## src/rtl/colseq_pkg.sv

```systemverilog
package colseq_pkg;
  localparam int MODE_W   = 12;
  localparam int LEN_LSB  = 0;
  localparam int ORD_BIT  = 3;
  localparam int CAS_LSB  = 4;
  localparam int WSB_BIT  = 9;
  localparam int SEL_BIT  = 11;

  localparam logic [2:0] LEN_1  = 3'b000;
  localparam logic [2:0] LEN_2  = 3'b001;
  localparam logic [2:0] LEN_4  = 3'b010;
  localparam logic [2:0] LEN_8  = 3'b011;
  localparam logic [2:0] LEN_FP = 3'b111;
  localparam logic [2:0] CAS_2  = 3'b010;
  localparam logic [2:0] CAS_3  = 3'b011;

  function automatic logic len_ok(input logic [2:0] code, input logic ilv);
    case (code)
      LEN_1, LEN_2, LEN_4, LEN_8: len_ok = 1'b1;
      LEN_FP:                     len_ok = !ilv;
      default:                    len_ok = 1'b0;
    endcase
  endfunction

  function automatic logic cas_ok(input logic [2:0] code);
    cas_ok = (code == CAS_2) || (code == CAS_3);
  endfunction
endpackage

```

## src/rtl/colseq_mode.sv

```systemverilog
module colseq_mode
  import colseq_pkg::*;
#(
  parameter int COL_W = 8
) (
  input  logic                clk,
  input  logic                rst,
  input  logic                ld,
  input  logic [MODE_W-1:0]   word,
  output logic [COL_W-1:0]    blk_mask,
  output logic                full_pg,
  output logic                ilv,
  output logic                wr_single,
  output logic [1:0]          cas_lat,
  output logic                err
);
  logic [2:0] len_q;
  logic [2:0] cas_q;
  logic       ilv_q;
  logic       wsb_q;
  logic       take, lok, cok;

  always_comb begin
    take = ld && !word[SEL_BIT];
    lok  = len_ok(word[LEN_LSB +: 3], word[ORD_BIT]);
    cok  = cas_ok(word[CAS_LSB +: 3]);
  end

  always_ff @(posedge clk) begin
    if (rst) begin
      len_q <= LEN_1;
      ilv_q <= 1'b0;
      cas_q <= CAS_2;
      wsb_q <= 1'b0;
      err   <= 1'b0;
    end else begin
      err <= 1'b0;
      if (take) begin
        if (lok) begin
          len_q <= word[LEN_LSB +: 3];
          ilv_q <= word[ORD_BIT];
        end
        if (cok) cas_q <= word[CAS_LSB +: 3];
        wsb_q <= word[WSB_BIT];
        err   <= !(lok && cok);
      end
    end
  end

  always_comb begin
    case (len_q)
      LEN_1:   blk_mask = '0;
      LEN_2:   blk_mask = COL_W'(1);
      LEN_4:   blk_mask = COL_W'(3);
      LEN_8:   blk_mask = COL_W'(7);
      default: blk_mask = '1;
    endcase
    full_pg   = (len_q == LEN_FP);
    ilv       = ilv_q;
    wr_single = wsb_q;
    cas_lat   = cas_q[1:0];
  end

  assert_ignore_sel_R2: assert property (@(posedge clk) disable iff (rst)
    (ld && word[SEL_BIT]) |=> ($stable(len_q) && $stable(cas_q) && $stable(wsb_q) && $stable(ilv_q) && !err));

  assert_bad_len_hold_R3: assert property (@(posedge clk) disable iff (rst)
    (take && !lok) |=> ($stable(len_q) && $stable(ilv_q)));

  assert_bad_cas_hold_R4: assert property (@(posedge clk) disable iff (rst)
    (take && !cok) |=> $stable(cas_lat));

  assert_err_after_load_R3: assert property (@(posedge clk) disable iff (rst)
    err |-> $past(take));

  assert_no_ilv_fullpage_R3: assert property (@(posedge clk) disable iff (rst)
    !(full_pg && ilv_q));
endmodule

```

## src/rtl/colseq_walk.sv

```systemverilog
module colseq_walk #(
  parameter int COL_W = 8
) (
  input  logic             clk,
  input  logic             rst,
  input  logic             start,
  input  logic [COL_W-1:0] start_col,
  input  logic             start_wr,
  input  logic             term,
  input  logic [COL_W-1:0] blk_mask,
  input  logic             full_pg,
  input  logic             ilv,
  input  logic             wr_single,
  output logic [COL_W-1:0] col_addr,
  output logic             beat_vld,
  output logic             beat_last
);
  logic [COL_W-1:0] base_q, mask_q, cnt_q, nxt_col;
  logic             ilv_q, fp_q;
  logic             one_beat;

  always_comb begin
    one_beat = start_wr && wr_single;
    if (ilv_q) nxt_col = base_q ^ cnt_q;
    else       nxt_col = (base_q & ~mask_q) | ((base_q + cnt_q) & mask_q);
  end

  always_ff @(posedge clk) begin
    if (rst) begin
      base_q    <= '0;
      mask_q    <= '0;
      cnt_q     <= '0;
      ilv_q     <= 1'b0;
      fp_q      <= 1'b0;
      col_addr  <= '0;
      beat_vld  <= 1'b0;
      beat_last <= 1'b0;
    end else if (start) begin
      base_q    <= start_col;
      mask_q    <= one_beat ? '0 : blk_mask;
      fp_q      <= full_pg && !one_beat;
      ilv_q     <= ilv;
      cnt_q     <= COL_W'(1);
      col_addr  <= start_col;
      beat_vld  <= 1'b1;
      beat_last <= one_beat || (blk_mask == '0);
    end else if (term || beat_last) begin
      beat_vld  <= 1'b0;
      beat_last <= 1'b0;
    end else if (beat_vld) begin
      col_addr  <= nxt_col;
      beat_last <= !fp_q && (cnt_q == mask_q);
      cnt_q     <= cnt_q + COL_W'(1);
    end
  end

  assert_start_col_R6: assert property (@(posedge clk) disable iff (rst)
    start |=> (beat_vld && col_addr == $past(start_col)));

  assert_last_in_burst_R7: assert property (@(posedge clk) disable iff (rst)
    beat_last |-> beat_vld);

  assert_last_ends_R7: assert property (@(posedge clk) disable iff (rst)
    (beat_last && !start) |=> !beat_vld);

  assert_fullpage_no_last_R9: assert property (@(posedge clk) disable iff (rst)
    (beat_vld && fp_q) |-> !beat_last);

  assert_term_stops_R9: assert property (@(posedge clk) disable iff (rst)
    (term && !start) |=> !beat_vld);

  assert_single_write_R5: assert property (@(posedge clk) disable iff (rst)
    (start && start_wr && wr_single) |=> beat_last);
endmodule

```

## src/rtl/colseq_top.sv

```systemverilog
module colseq_top
  import colseq_pkg::*;
#(
  parameter int COL_W = 8
) (
  input  logic              clk,
  input  logic              rst,
  input  logic              mode_ld,
  input  logic [MODE_W-1:0] mode_word,
  input  logic              start,
  input  logic [COL_W-1:0]  start_col,
  input  logic              start_wr,
  input  logic              term,
  output logic [COL_W-1:0]  col_addr,
  output logic              beat_vld,
  output logic              beat_last,
  output logic [1:0]        cas_lat,
  output logic              single_wr,
  output logic              mode_err
);
  logic [COL_W-1:0] blk_mask;
  logic             full_pg, ilv;

  colseq_mode #(.COL_W(COL_W)) mode_i (
    .clk(clk), .rst(rst), .ld(mode_ld), .word(mode_word),
    .blk_mask(blk_mask), .full_pg(full_pg), .ilv(ilv),
    .wr_single(single_wr), .cas_lat(cas_lat), .err(mode_err)
  );

  colseq_walk #(.COL_W(COL_W)) walk_i (
    .clk(clk), .rst(rst), .start(start), .start_col(start_col),
    .start_wr(start_wr), .term(term), .blk_mask(blk_mask),
    .full_pg(full_pg), .ilv(ilv), .wr_single(single_wr),
    .col_addr(col_addr), .beat_vld(beat_vld), .beat_last(beat_last)
  );

  assert_err_pulse_R3: assert property (@(posedge clk) disable iff (rst)
    mode_err |-> $past(mode_ld));
endmodule

```

## config.mk

```make
export PLATFORM = sky130hd
export DESIGN_NAME = colseq_top
export DESIGN_NICKNAME = d
export VERILOG_FILES = /design/src/rtl/colseq_pkg.sv /design/src/rtl/colseq_mode.sv /design/src/rtl/colseq_walk.sv /design/src/rtl/colseq_top.sv
export SDC_FILE = /design/constraint.sdc
export NUM_CORES = 1
export LEC_CHECK = 0
export ABC_AREA = 1
export BUFFER_PORTS_ARGS = -buffer_cell sky130_fd_sc_hd__buf_2
export CORE_MARGIN = 2
export CORE_UTILIZATION = 50
export DETAILED_ROUTE_END_ITERATION = 7
export PLACE_DENSITY_LB_ADDON = 0.3
export SLEW_MARGIN = 0
export SYNTH_ARGS = -nofsm -noshare
export SYNTH_HDL_FRONTEND = slang
export SYNTH_SLANG_ARGS = --single-unit
```

## constraint.sdc

```tcl
create_clock -name clk -period 2.1 [get_ports clk]
set_input_delay 0.315 -clock clk [delete_from_list [all_inputs] [get_ports clk]]
set_output_delay 0.315 -clock clk [all_outputs]
set_load 0.01 [all_outputs]
```

Word-level counts from Yosys, hierarchy flattened
Index checks and enable logic that the tools add are counted.

Flip-flop bits (word level): 44. Input bits: 26. Output and inout port bits: 14.

Add/subtract/negate cells: 2. Mux-type cells: 15. Reduce and logical (&&, ||, !) cells: 26. Bitwise gates (word level): 7. Equality and inequality tests: 12.

Operator list (number): 2-to-1 mux 8 bit (5); one-hot mux 8 bit (4 select lines) (1); == test 3 x 2 -> 1 bit (second input constant) (6); bitwise AND 8 bit (2); adder 8 x 1 -> 8 bit (second input constant) (1); adder 8 bit (1); == test 8 bit (1); zero test 8 bit (1); 2-to-1 mux 1 bit (8); inverter 8 bit (1); OR 8 bit (1); AND reduction 2 bit (4); XOR 8 bit (1); == test 3 x 1 -> 1 bit (second input constant) (2); == test 3 bit (second input constant) (2); zero test 3 bit (2); logical AND 1 bit (5); zero test 1 bit (5); nonzero test 2 bit (2); OR reduction 2 bit (2); OR reduction 4 bit (1); logical OR 1 bit (3); nonzero test 3 bit (1); != test 2 bit (second input constant) (1); other kinds (2) (3).

Depth between registers and ports, before layout
Depth in word-level cells: 7. Mapped depth: 12. Depth with buffers taken out: 12.

Hierarchy
A second synthesis with hierarchy kept.

Cell total of the unflattened synthesis: 337. Area, all modules: 2389.8 µm².

By module, submodules not included: colseq_walk (cells an instance 277, area an instance 1978.1 µm², instances 1, sequential area each 720.7 µm²); colseq_mode (cells an instance 60, area an instance 411.6 µm², instances 1, sequential area each 160.2 µm²).

Worst setup path after synthesis
No wires, ideal clock.

Path kind: register to register. Start: reg walk_i.cnt_q[0]. End: reg walk_i.col_addr[4]. Stages on the path, launching flop included: 12. Buffers on the path: 0. Arrival time: 1.591 ns. Slack: 0.439 ns. Required time: 2.030 ns. Cell sequence: dfxtp_1 > ha_1 > inv_1 > fa_1 > inv_1 > nand2_1 > nand2_1 > o21ai_0 > xor2_1 > nand2_1 > nand2_1 > a21oi_1.

Longest elaborated chain between the ends: 7.

RTL lines: start, declared (RTL line colseq_walk.sv:18) `logic [COL_W-1:0] base_q, mask_q, cnt_q, nxt_col;`; start signal, assigned (RTL line colseq_walk.sv:53) `cnt_q <= cnt_q + COL_W'(1);`; adder 8 bit (RTL line colseq_walk.sv:25) `else nxt_col = (base_q & ~mask_q) | ((base_q + cnt_q) & mask_q);`; bitwise AND 8 bit (RTL line colseq_walk.sv:25); OR 8 bit (RTL line colseq_walk.sv:25); 2-to-1 mux 8 bit (RTL line colseq_walk.sv:24) `if (ilv_q) nxt_col = base_q ^ cnt_q;`; 2-to-1 mux 8 bit (RTL line colseq_walk.sv:50) `end else if (beat_vld) begin`; 2-to-1 mux 8 bit (RTL line colseq_walk.sv:47) `end else if (term || beat_last) begin`; 2-to-1 mux 8 bit (RTL line colseq_walk.sv:38) `end else if (start) begin`; end signal, assigned (RTL line colseq_walk.sv:44) `col_addr <= start_col;`; end signal, assigned (RTL line colseq_walk.sv:51) `col_addr <= nxt_col;`; end, declared (RTL line colseq_walk.sv:14) `output logic [COL_W-1:0] col_addr,`.

Every way passes these cells. The select of a mux whose other input is x is not followed. A chain may end at the register's enable or synchronous reset.

Final worst setup path
Ends and elaborated chain as after synthesis.

==> results.md <==
- Status: completed
- Clk pin slew, worst setup/hold paths: 0.08 ns
- Vias in the first global route: 1,893
- CP Max Fanout: 6
- I/O Pins: 40
- Initial antenna violation count: 0
- CTS tree: yes
- Clock Skew: 0.00448 ns
- Die Footprint: slightly below 5000 um2
- Share of cells above drive strength 1: roughly a fifth
- Syn Nets: ~340
- Area Overhead vs Synth: 12.6%
- Max Root-Sink Buffers: 2
- DIE HEIGHT: 70.3 um
- Maximum vdd drop: 428 uV
- Distinct cell type count after synthesis: 40
- Area leader, netlist: dfxtp_1
- Worst setup SP type: flop
- Chip Width: 70.3 um
- Final Instance Area: roughly 2500 um2
- Slowest cell on the critical path: dfxtp_1
- Post-synthesis sequential area ratio: about 36%
- Dpl hpwl: 3700 um
- Area after DPL: roughly 2400 um2
- Critical path arrival: approximately 2.1 ns
- Sum Neg Setup Slack: 0 ns
- Clk root buf: clkbuf_8
- # Post-CTS Setup Buffers: 0
- Fmax: 540 MHz
- Total number of vias: between 2,000 and 2,500
- Max-cap violations: 0
- Worst hold path type: input pin to flop
- Cells along the critical path: ha_1 -> inv_1 -> fa_1 -> inv_1 -> nand2_1 -> nand2_1 -> o21ai_0 -> xor2_1 -> nand2_1 -> nand2_1 -> a21oi_1
- Nets: between 300 and 400
- Sink Count: 40
- Pwr dens: 643 nW/um2
- Post-synthesis cell count: slightly above 300
- CP Class: flop to flop
- Commonest non-fill, non-tap cell in the layout: nand2_1
- Setup violations, final: 0
- Final setup margin: 0.247 ns
- Initial drt markers: 164
- Ant. Diodes: 0
- Final period util: around nine tenths
- Wire length of the first global-routing pass: 8410 um
- WL/cell: about 13 um
- Top cell type's share of synthesized area: a little over a third
- DR pass1 iterations: 4
- PortBufs: 36
- CP most frequent cell: nand2_1
- Synth top area cells: dfxtp_1 36%, nand2_1 9.9%, inv_1 7.3%, a21oi_1 5.7%, nor2_1 5.5%
- RSZ-0062 raised after global routing: no
- Site Rows: 24
- Post-CTS Resized: 0
- Core Area: 4290 um2
- Tot GR Track Use: approximately 21%
- Most frequent cells in the layout: 58 x nand2_1, 43 x inv_1, 40 x dfxtp_1
- Filler instances: around 420
- ANT nets after route: 0
- Worst-skew pair later-pin latency: 0.29 ns
- CP peak stage delay: roughly 0.45 ns
- Drt total wl: 5060 um
- Post-DR vias/cell: just over 5
- Htree depth: 2
- Largest net degree at the start of global routing: 21
- Fin. Hold Viols: 0
- Post-route DRC: 0
- RePlAce Congestion: 0.940
- Max-slew headroom: 73.7%
- Initial Util: 51.2%
- WP data required: between 2 and 2.5 ns
- Worst Tran Pin Value: a little under 0.4 ns
- Crit path time final: roughly 1.9 ns
- Static Leak: 1.14 nW
- Total grt overflow: 0
- Place WS: 0.266 ns
- Final Slew Violations: 0
- Design Power: 1.59 mW
- TritonCTS Buffers: 5
- CP endpoint kind: flop
- Synth Area per Inst: between 7 and 8 um2
- Final core area utilization: between 50% and 60%
- Synth Cell Area: between 2000 and 2500 um2
- Post-synthesis register bit count: 40
- Number of buffers inserted by hold repair at cts: 0
- Ys Warns: 0
==> final cells by class <==
type	count	area, um2	area share [%]
Clock buffer	6	82.6	3.34
Inverter	51	196	7.93
Multi-Input combinational cell	205	1140	46.1
Sequential cell	40	801	32.3
Clock inverter	2	10.0	0.404
Tap cell	52	65.1	2.63
Timing Repair Buffer	36	180	7.28
==> power by group <==
group,internal [mW],leakage [nW],switching [mW]
clock,0.262,0.0510,0.269
combinational,0.0895,0.760,0.146
sequential,0.798,0.328,0.0282
total,1.15,1.14,0.444
==> path summary, 6_finish.rpt <==
| check | startpoint | endpoint | slack (ns) | cells past startpoint |
|---|---|---|---|---|
| worst max-delay path | walk_i.cnt_q[0] | walk_i.col_addr[4] | 0.25 | 11 |
| worst min-delay path | mode_word[4] | mode_i.cas_q[0] | 0.25 | 3 |
| worst max register to register | walk_i.cnt_q[0] | walk_i.col_addr[4] | 0.25 | 11 |
| worst min register to register | mode_i.cas_q[1] | mode_i.cas_q[1] | 0.45 | 2 |
==> flip-flops by register name (all words and copies together), names as in the netlist <==
register and flops:
walk_i.base_q 8, walk_i.cnt_q 8, walk_i.beat_vld 1, mode_i.wr_single 1
walk_i.fp_q 1, walk_i.ilv_q 1, mode_i.cas_q 2, walk_i.mask_q 4
mode_i.ilv 1, mode_i.len_q 3, mode_i.err 1, walk_i.col_addr 8
walk_i.beat_last 1
==> per-layer routing <==
layer / track usage (%) / wire (um) / part of all wire, % / up-vias
li1: - / - / - / 1062
met1: 27.1 / 2280 / 45 / 906
met2: 35.8 / 2390 / 47 / 63
met3: 3.61 / 305 / 6.0 / 7
met4: 8.76 / 77 / 1.5 / 0
met5: 0 / 0 / 0 / -
==> metrics by stage <==
step / hold slack [ns] / cells
4_1_cts: 0.241 / 392
3_3_place_gp: 0.429 / 384
3_5_place_dp: 0.432 / 384
2_1_floorplan: 0.445 / 303
6_report: 0.248 / 392
5_1_grt: 0.260 / 392
==> worst max-delay path, delay by kind of cell (launching register included) <==
| kind | cells | cell delay, ns |
|---|---|---|
| XOR/XNOR | 1 | 0.16 |
| buffers and inverters | 2 | 0.13 |
| adder cells (fa/ha/maj) | 2 | 0.62 |
| flip-flops | 1 | 0.45 |
| AND/OR/NAND/NOR | 4 | 0.23 |
| AO/OA/AOI/OAI | 2 | 0.21 |
==> cells by family after synthesis <==
group / synth area share [%]
compound gates: 18.8
xor+xnor: 1.99
fa+ha+maj: 5.46
buf+inv: 11.7
flops: 36.4
simple gates: 25.7
==> Yosys cell counts <==
cell      number
nor2_1        32
o31ai_2        1
nand3b_1       1
nor3_4         1
o21ai_1        7
a31oi_1        1
clkinv_1       1
nor2_4         1
xnor2_1        2
inv_4          2
a211oi_1       3
ha_1           8
nand2_2        2
nor3_2         2
o221ai_1       1
nor3b_1        1
buf_4          2
a22oi_1        1
nor2_2         5
o21ai_2        2
nand4_1        2
nand2_1       58
o211ai_1       3
nand3_2        1
buf_2          2
nand2_4        2
buf_12         1
dfxtp_1       40
o22ai_1       10
clkbuf_1       1
inv_2          5
o21ai_0       12
nand3_1        9
a21oi_1       25
inv_1         43
a41oi_2        2
fa_1           1
xor2_1         3
nor3_1         6
buf_6          1
No activity file was read; power rests on OpenSTA's default activity.
